[src/rtl/splitiq_pkg.sv]
package splitiq_pkg;
  typedef enum logic {MODE_NORMAL = 1'b0, MODE_SPLIT = 1'b1} siq_mode_e;

  localparam int unsigned MIN_N_NORMAL = 8;
  localparam int unsigned MIN_N_SPLIT  = 4;

  function automatic int unsigned min_interp(input siq_mode_e m);
    return (m == MODE_SPLIT) ? MIN_N_SPLIT : MIN_N_NORMAL;
  endfunction

  // quarter of a full phase turn for a pw-bit phase word
  function automatic logic [31:0] quarter_turn(input int unsigned pw);
    return 32'd1 << (pw - 2);
  endfunction
endpackage

[src/rtl/siq_pack.sv]
module siq_pack
  import splitiq_pkg::*;
#(
  parameter int unsigned DW = 16
) (
  input  siq_mode_e         mode,
  input  logic [DW-1:0]     s0_re,
  input  logic [DW-1:0]     s0_im,
  input  logic [DW-1:0]     s1_re,
  input  logic [DW-1:0]     s1_im,
  output logic [DW-1:0]     a_re,
  output logic [DW-1:0]     a_im,
  output logic [DW-1:0]     b_re,
  output logic [DW-1:0]     b_im
);
  always_comb begin
    if (mode == MODE_SPLIT) begin
      a_re = s0_re;
      a_im = s1_re;
      b_re = s0_im;
      b_im = s1_im;
    end else begin
      a_re = s0_re;
      a_im = s0_im;
      b_re = s1_re;
      b_im = s1_im;
    end
  end
endmodule

[src/rtl/siq_cfg.sv]
module siq_cfg
  import splitiq_pkg::*;
#(
  parameter int unsigned PW   = 16,
  parameter int unsigned NW   = 11,
  parameter int unsigned NMAX = 1448
) (
  input  logic          clk,
  input  logic          rst_n,
  input  siq_mode_e     mode,
  input  logic          resamp_req,
  input  logic [PW-1:0] phase_prog,
  input  logic [NW-1:0] interp_n,
  output logic [PW-1:0] phase_b,
  output logic          resamp_en,
  output logic          interp_ok
);
  localparam logic [31:0] QUARTER32 = quarter_turn(PW);
  localparam logic [PW-1:0] QUARTER = QUARTER32[PW-1:0];

  logic [31:0] n_ext;
  logic [31:0] n_lo;
  logic        lo_pass;
  logic        hi_pass;

  assign n_ext   = 32'(interp_n);
  assign n_lo    = 32'(min_interp(mode));
  assign lo_pass = n_ext >= n_lo;
  assign hi_pass = n_ext <= 32'(NMAX);

  assign phase_b   = (mode == MODE_SPLIT) ? QUARTER : phase_prog;
  assign resamp_en = resamp_req & (mode != MODE_SPLIT);
  assign interp_ok = lo_pass & hi_pass;


  resamp_block_chk: assert property (@(posedge clk) disable iff (!rst_n)
    (mode == MODE_SPLIT) |-> !resamp_en);


  interp_floor_chk: assert property (@(posedge clk) disable iff (!rst_n)
    interp_ok |-> (interp_n >= NW'(4)));
endmodule

[src/rtl/siq_stage.sv]
module siq_stage
  import splitiq_pkg::*;
#(
  parameter int unsigned DW = 16
) (
  input  logic          clk,
  input  logic          rst_n,
  input  logic          take,
  input  logic [DW-1:0] a_re_d,
  input  logic [DW-1:0] a_im_d,
  input  logic [DW-1:0] b_re_d,
  input  logic [DW-1:0] b_im_d,
  output logic          vld_q,
  output logic [DW-1:0] a_re_q,
  output logic [DW-1:0] a_im_q,
  output logic [DW-1:0] b_re_q,
  output logic [DW-1:0] b_im_q
);
  always_ff @(posedge clk) begin
    if (!rst_n) begin
      vld_q  <= 1'b0;
      a_re_q <= '0;
      a_im_q <= '0;
      b_re_q <= '0;
      b_im_q <= '0;
    end else begin
      vld_q <= take;
      if (take) begin
        a_re_q <= a_re_d;
        a_im_q <= a_im_d;
        b_re_q <= b_re_d;
        b_im_q <= b_im_d;
      end
    end
  end


  valid_follows_take_chk: assert property (@(posedge clk) disable iff (!rst_n)
    take |=> vld_q);


  no_spurious_valid_chk: assert property (@(posedge clk) disable iff (!rst_n)
    !take |=> !vld_q);


  hold_when_idle_chk: assert property (@(posedge clk) disable iff (!rst_n)
    !take |=> ($stable(a_re_q) && $stable(a_im_q) && $stable(b_re_q) && $stable(b_im_q)));
endmodule

[src/rtl/splitiq_packer.sv]
module splitiq_packer
  import splitiq_pkg::*;
#(
  parameter int unsigned DW   = 16,
  parameter int unsigned PW   = 16,
  parameter int unsigned NW   = 11,
  parameter int unsigned NMAX = 1448
) (
  input  logic          clk,
  input  logic          rst_n,
  input  logic          split_en,
  input  logic          resamp_req,
  input  logic [PW-1:0] phase_prog,
  input  logic [NW-1:0] interp_n,
  input  logic          chan_req,
  input  logic          in_valid,
  input  logic [DW-1:0] s0_re,
  input  logic [DW-1:0] s0_im,
  input  logic [DW-1:0] s1_re,
  input  logic [DW-1:0] s1_im,
  output logic          in_take,
  output logic          out_valid,
  output logic [DW-1:0] cha_re,
  output logic [DW-1:0] cha_im,
  output logic [DW-1:0] chb_re,
  output logic [DW-1:0] chb_im,
  output logic [PW-1:0] phase_b,
  output logic          resamp_en,
  output logic          interp_ok
);
  siq_mode_e     mode;
  logic          take_evt;
  logic [DW-1:0] pk_a_re, pk_a_im, pk_b_re, pk_b_im;

  assign mode     = split_en ? MODE_SPLIT : MODE_NORMAL;
  assign take_evt = chan_req & in_valid;
  assign in_take  = take_evt;

  siq_pack #(.DW(DW)) u_pack (
    .mode (mode),
    .s0_re(s0_re), .s0_im(s0_im), .s1_re(s1_re), .s1_im(s1_im),
    .a_re (pk_a_re), .a_im(pk_a_im), .b_re(pk_b_re), .b_im(pk_b_im)
  );

  siq_stage #(.DW(DW)) u_stage (
    .clk   (clk),
    .rst_n (rst_n),
    .take  (take_evt),
    .a_re_d(pk_a_re), .a_im_d(pk_a_im), .b_re_d(pk_b_re), .b_im_d(pk_b_im),
    .vld_q (out_valid),
    .a_re_q(cha_re), .a_im_q(cha_im), .b_re_q(chb_re), .b_im_q(chb_im)
  );

  siq_cfg #(.PW(PW), .NW(NW), .NMAX(NMAX)) u_cfg (
    .clk       (clk),
    .rst_n     (rst_n),
    .mode      (mode),
    .resamp_req(resamp_req),
    .phase_prog(phase_prog),
    .interp_n  (interp_n),
    .phase_b   (phase_b),
    .resamp_en (resamp_en),
    .interp_ok (interp_ok)
  );


  split_a_pack_chk: assert property (@(posedge clk) disable iff (!rst_n)
    (take_evt && split_en) |=> (cha_re == $past(s0_re) && cha_im == $past(s1_re)));


  split_b_pack_chk: assert property (@(posedge clk) disable iff (!rst_n)
    (take_evt && split_en) |=> (chb_re == $past(s0_im) && chb_im == $past(s1_im)));


  normal_pass_chk: assert property (@(posedge clk) disable iff (!rst_n)
    (take_evt && !split_en) |=> (cha_im == $past(s0_im) && chb_re == $past(s1_re)));
endmodule

[config.mk]
export PLATFORM = sky130hd
export DESIGN_NAME = splitiq_packer
export DESIGN_NICKNAME = d
export VERILOG_FILES = /design/src/rtl/splitiq_pkg.sv /design/src/rtl/siq_pack.sv /design/src/rtl/siq_cfg.sv /design/src/rtl/siq_stage.sv /design/src/rtl/splitiq_packer.sv
export SDC_FILE = /design/constraint.sdc
export NUM_CORES = 1
export LEC_CHECK = 0
export BUFFER_PORTS_ARGS = -buffer_cell sky130_fd_sc_hd__buf_2
export CAP_MARGIN = 10
export CORE_MARGIN = 2
export CORE_UTILIZATION = 49
export DETAILED_ROUTE_END_ITERATION = 10
export GPL_ROUTABILITY_DRIVEN = 0
export HOLD_SLACK_MARGIN = 0.05
export PLACE_DENSITY = 0.86
export SYNTH_ARGS = -nofsm -noshare
export SYNTH_HDL_FRONTEND = slang
export SYNTH_HIERARCHICAL = 1
export SYNTH_SLANG_ARGS = --single-unit
[constraint.sdc]
create_clock -name clk -period 2.1 [get_ports clk]
set_clock_uncertainty 0.1 [all_clocks]
set_input_delay 0.105 -clock clk [delete_from_list [all_inputs] [get_ports clk]]
set_output_delay 0.105 -clock clk [all_outputs]
set_load 0.03 [all_outputs]
# Word level (Yosys, flattened, before mapping)
# Cells that the tools add are included.
dict set report word_totals {
  reg_bits 65
  input_bits 97
  elab_cells 16
}
dict set report op_classes {
  mux 5
  n_lt_le_gt_ge 2
  bitwise 4
}
# operator count
set op_table {}
lappend op_table {{$mux W16} 3}
lappend op_table {{$ge A11 B32 Y1} 1}
lappend op_table {{$le A11 B11 Y1 const B} 1}
lappend op_table {{$mux W4} 1}
lappend op_table {{$and A1 B1 Y1} 3}
lappend op_table {{$mux W1} 1}
lappend op_table {{$not A1 Y1} 1}

# Logic depth before layout (Yosys ltp)
dict set report logic_depth {
  word_depth 4
  depth_mapped 5
  depth_no_buf 5
}

# By module
# The synthesis kept the hierarchy.
# mod n_inst area_each_um2 seq_area_each_um2 cells_each
set by_module_without_submodules {}
lappend by_module_without_submodules {siq_stage 1 2489.9 1301.2 208}
lappend by_module_without_submodules {siq_pack 1 784.5 0.0 68}
lappend by_module_without_submodules {siq_cfg 1 215.2 0.0 34}
lappend by_module_without_submodules {splitiq_packer 1 6.3 0.0 1}

# Worst setup path before layout
# OpenSTA, ideal clock, no wires.
dict set report synth_timing {
  path_type {input -> output}
  from {input interp_n[2]}
  to {output interp_ok}
  setup_slack_ps 704
  arrival_time_ps 1191
  n_path_buf 0
  cell_stages 5
  required_time_ps 1895
  path_cell_list {inv_1 -> ha_1 -> a31oi_1 -> a32o_1 -> a21oi_1}
}
dict set report synth_between {
  elab_chain_len 2
  word_cells_on_any_way 3
  classes_between {2 x order compare; 1 x bitwise}
}
# item line_no
set synth_lines {}
lappend synth_lines {{start, declared} splitiq_packer.sv:14} ;# input logic [NW-1:0] interp_n,
lappend synth_lines {{$ge A11 B32 Y1 or $le A11 B11 Y1 (tied branches)} {siq_cfg.sv:28, siq_cfg.sv:29}}
lappend synth_lines {{$and A1 B1 Y1 *} siq_cfg.sv:33} ;# assign interp_ok = lo_pass & hi_pass;
lappend synth_lines {{end, declared} splitiq_packer.sv:29} ;# output logic interp_ok
# Every way passes the cells marked *; elsewhere a longest branch is shown, timed or not.

# Worst setup path after layout
dict set report layout_timing {
  from {input split_en}
  to {output interp_ok}
}
dict set report layout_between {
  elab_chain_len 4
}
# item line_no
set layout_lines {}
lappend layout_lines {{start, declared} splitiq_packer.sv:11} ;# input logic split_en,
lappend layout_lines {{$mux W1} splitiq_packer.sv:35} ;# assign mode = split_en ? MODE_SPLIT : MODE_NORMAL;
lappend layout_lines {{$mux W4} splitiq_pkg.sv:8} ;# return (m == MODE_SPLIT) ? MIN_N_SPLIT : MIN_N_NORMAL;
lappend layout_lines {{$ge A11 B32 Y1} siq_cfg.sv:28} ;# assign lo_pass = n_ext >= n_lo;
lappend layout_lines {{$and A1 B1 Y1} siq_cfg.sv:33}
# No other way between the ends.

==> results.cfg <==
[synthesis]
synth_top_area_cell = dfxtp_1
synth_nets = 410
syn-cell-area_um2 = 3496
synth_area_leaders = dfxtp_1 37%, mux2i_1 18%, nor2b_1 14%, mux2_4 13%, buf_4 7.1%
ys_types = 25
synthTopCellsByCount = 80 x nor2b_1, 65 x dfxtp_1, 64 x mux2i_1
ys_seq_area_share_pct = 37.22
synth_warnings = 6
async_reset_ff_share_pct = 0
postSynthCellCount = 311
synth_top_area_share_pct = 37.22
synth_flop_cell = dfxtp_1
synth_edf_count = 0
yosysMostFrequentCell = nor2b_1
ys_seq_elements = 65
postSynthAreaPerCell_um2 = 11.24

[final_layout]
nFillCells = 553
final_cells = 588
layout.nets = 587
area_delta_synth_final_pct = 32.39
fin_area_um2 = 4628
num_antenna_cells = 0
drive_above_1_share_pct = 47.36

[clock_network]
cts.sinks = 65
clkLatencyLatePin_ns = 0.32
numCtsBuffers = 9
clk_path_buf_depth = 2
cts_max_level = 3
root_buffer = clkbuf_8
cts_tree = done
clk_pin_slew_worst_paths_ns = 0.06
cts.repair.resized = 0
post_cts_buffers = 0

[placement]
post-dp-hpwl_mm = 5.704
dp.cells = 541
placed_area_um2 = 4113
port_buffers = 180

[die]
die_h_um = 88.47
io_pins = 181
die_area_um2 = 7826
num_rows = 30
core_area_um2 = 6832
fp.dieW_um = 88.47
initial_core_util_pct = 51.17

[sta]
fin_tns_setup_ns = 0
post-route-period-util_pct = 77.14
hold_ws_ns = 0.08488
slew-limit-headroom_pct = 65.75
worst_pin_slew_ns = 0.5138
hold_viol_final = 0
maxSlewViolCount = 0
min_period_ns = 1.620
rsz0062_at_grt = false
finalSetupViolations = 0
fmax_mhz = 617.3

[routing]
avgRoutedWirePerCell_um = 13.98
routed_wl_mm = 8.222
routed_via_density = 4.651
dr.pass1.iters = 4
remaining_drc_errors = 0
drtAntennaViolNets = 0
drt_iter0_drc = 58
dr_total_vias = 2735

[power_and_ir_drop]
p_seq_share_pct = 42.9
p_switching_w = 0.0008559
p_leak_nw = 2.267
p_sw_share_pct = 27.66
p_int_w = 0.002239
irDropWorstVdd_v = 0.0003445
pwr-share-comb_pct = 23.1
p_per_area_nw_per_um2 = 668.6
power_w = 0.003095
pwr-share-clk_pct = 33.9

[min_path]
holdCritPathClass = in -> reg
min_path_cells = 4

[critical_path]
required_ns = 1.89
worst_setup_path_start_kind = primary input
cp_max_fo = 10
path_cells = buf_2, ha_1, or4_1, a31oi_1, a32o_1, a21oi_1, buf_2
cp.depth = 7
end_kind = output port
slowest_delay_ns = 0.40
crit_type = in -> out
ff2ff_path_depth = 2
crit_buf_inv = 2
cp_slowest_cell = or4_1
cp.arrival_ns = 1.41
crit_top_cell = buf_2
cp_top_family = simple AND/OR/NAND/NOR gates

[global_routing]
grt_pass1_wl_mm = 12.48
grt_max_degree = 66
gr-total-overflow = 0
grtUsageTotal_pct = 20.82
antenna_found_initial = 0
grt_pass1_vias = 2764

[status]
status = finished, final reports clean

[flow_run]
drv_cap = 0
worst register-to-register path: cells and delay by family (launching register included):
family / cells / cell delay, ns
AND/OR/NAND/NOR: 1 / 0.07
multiplexers: 1 / 0.16
flip-flops: 1 / 0.33
power by group through the flow:
stage | clock network, W | logic [W] | registers [W]
after floorplan | 0 | 0.000389 | 0.00148
after global placement | 0 | 0.000652 | 0.00135
after detailed placement | 0 | 0.000668 | 0.00135
after CTS | 0.00107 | 0.000715 | 0.00133
after global routing | 0.00113 | 0.000765 | 0.00133
final | 0.00105 | 0.000716 | 0.00133
layout by cell type (no fill, tap or decap):
master,n
nand2b_1,1
a32o_1,1
buf_4,4
nor2_1,1
and2_1,1
mux2_2,2
or2_2,1
mux2_4,30
clkbuf_1,1
and2_4,1
a31oi_1,1
dlygate4sd3_1,32
buf_2,180
clkbuf_8,11
buf_12,1
bufinv_16,1
mux2i_1,64
nor2b_1,80
inv_1,2
nand4_1,1
nor4_1,2
dfxtp_1,65
o21ai_0,1
nand3_1,1
ha_1,2
clkinv_2,2
a21oi_1,2
or4_1,1
what timing repair did:
| item | 4_1_cts | 5_1_grt |
|---|---|---|
| hold buffers | 32 | 0 |
| hold endpoints to repair | 32 | 0 |
| setup endpoints to repair | 0 | 0 |
cells by family (layout without fill, tap and decap cells):
group                      count (synthesis)  count (layout)  share of synthesized area, %
muxes                                     96              96                         31.85
and+or+nand+nor                           90              90                         16.03
DFF                                       65              65                         37.22
buffers and inverters                     53             234                         13.28
AOI/OAI and AO/OA                          5               5                        0.8948
adders and majority gates                  2               2                        0.7157
state kept, by name, indices dropped and copies added, names as in the netlist:
register and flops:
u_stage/a_im_q 16, u_stage/a_re_q 16, u_stage/vld_q 1, u_stage/b_re_q 16
u_stage/b_im_q 16
per-stage QoR:
step           setup slack [ns]  util (%)
5_1_grt                  0.4490     67.75
3_3_place_gp             0.5235     60.20
4_1_cts                  0.4895     67.75
2_1_floorplan            0.7036         -
6_report                 0.4801     67.75
3_5_place_dp             0.4915     60.20
final cells by class:
| cell class | count | area (um^2) | share of cell area, % |
|---|---|---|---|
| multi-input cells | 193 | 1733 | 37.44 |
| flip-flops and latches | 65 | 1301 | 28.12 |
| repair buffers | 217 | 1271 | 27.47 |
| clock buffers | 12 | 155.1 | 3.352 |
| well taps | 96 | 120.1 | 2.595 |
| clock inverters | 3 | 40.04 | 0.8651 |
| inverters | 2 | 7.507 | 0.1622 |
metal layers:
| metal | part of all wire [%] | GRT usage (%) |
|---|---|---|
| met3 | 7.0 | 5.131 |
| met2 | 52 | 39.92 |
| met1 | 38 | 21.22 |
| met5 | 0 | 0 |
| met4 | 2.3 | 8.953 |
final timing paths:
check                startpoint                  to  slack (ns)
max                    split_en           interp_ok        0.48
min                    s1_re[8]   u_stage/a_im_q[8]        0.08
min reg2reg   u_stage/a_im_q[6]   u_stage/a_im_q[6]        0.41
max reg2reg  u_stage/a_re_q[14]  u_stage/a_re_q[14]        1.34
No activity file was read; power rests on OpenSTA's default activity.
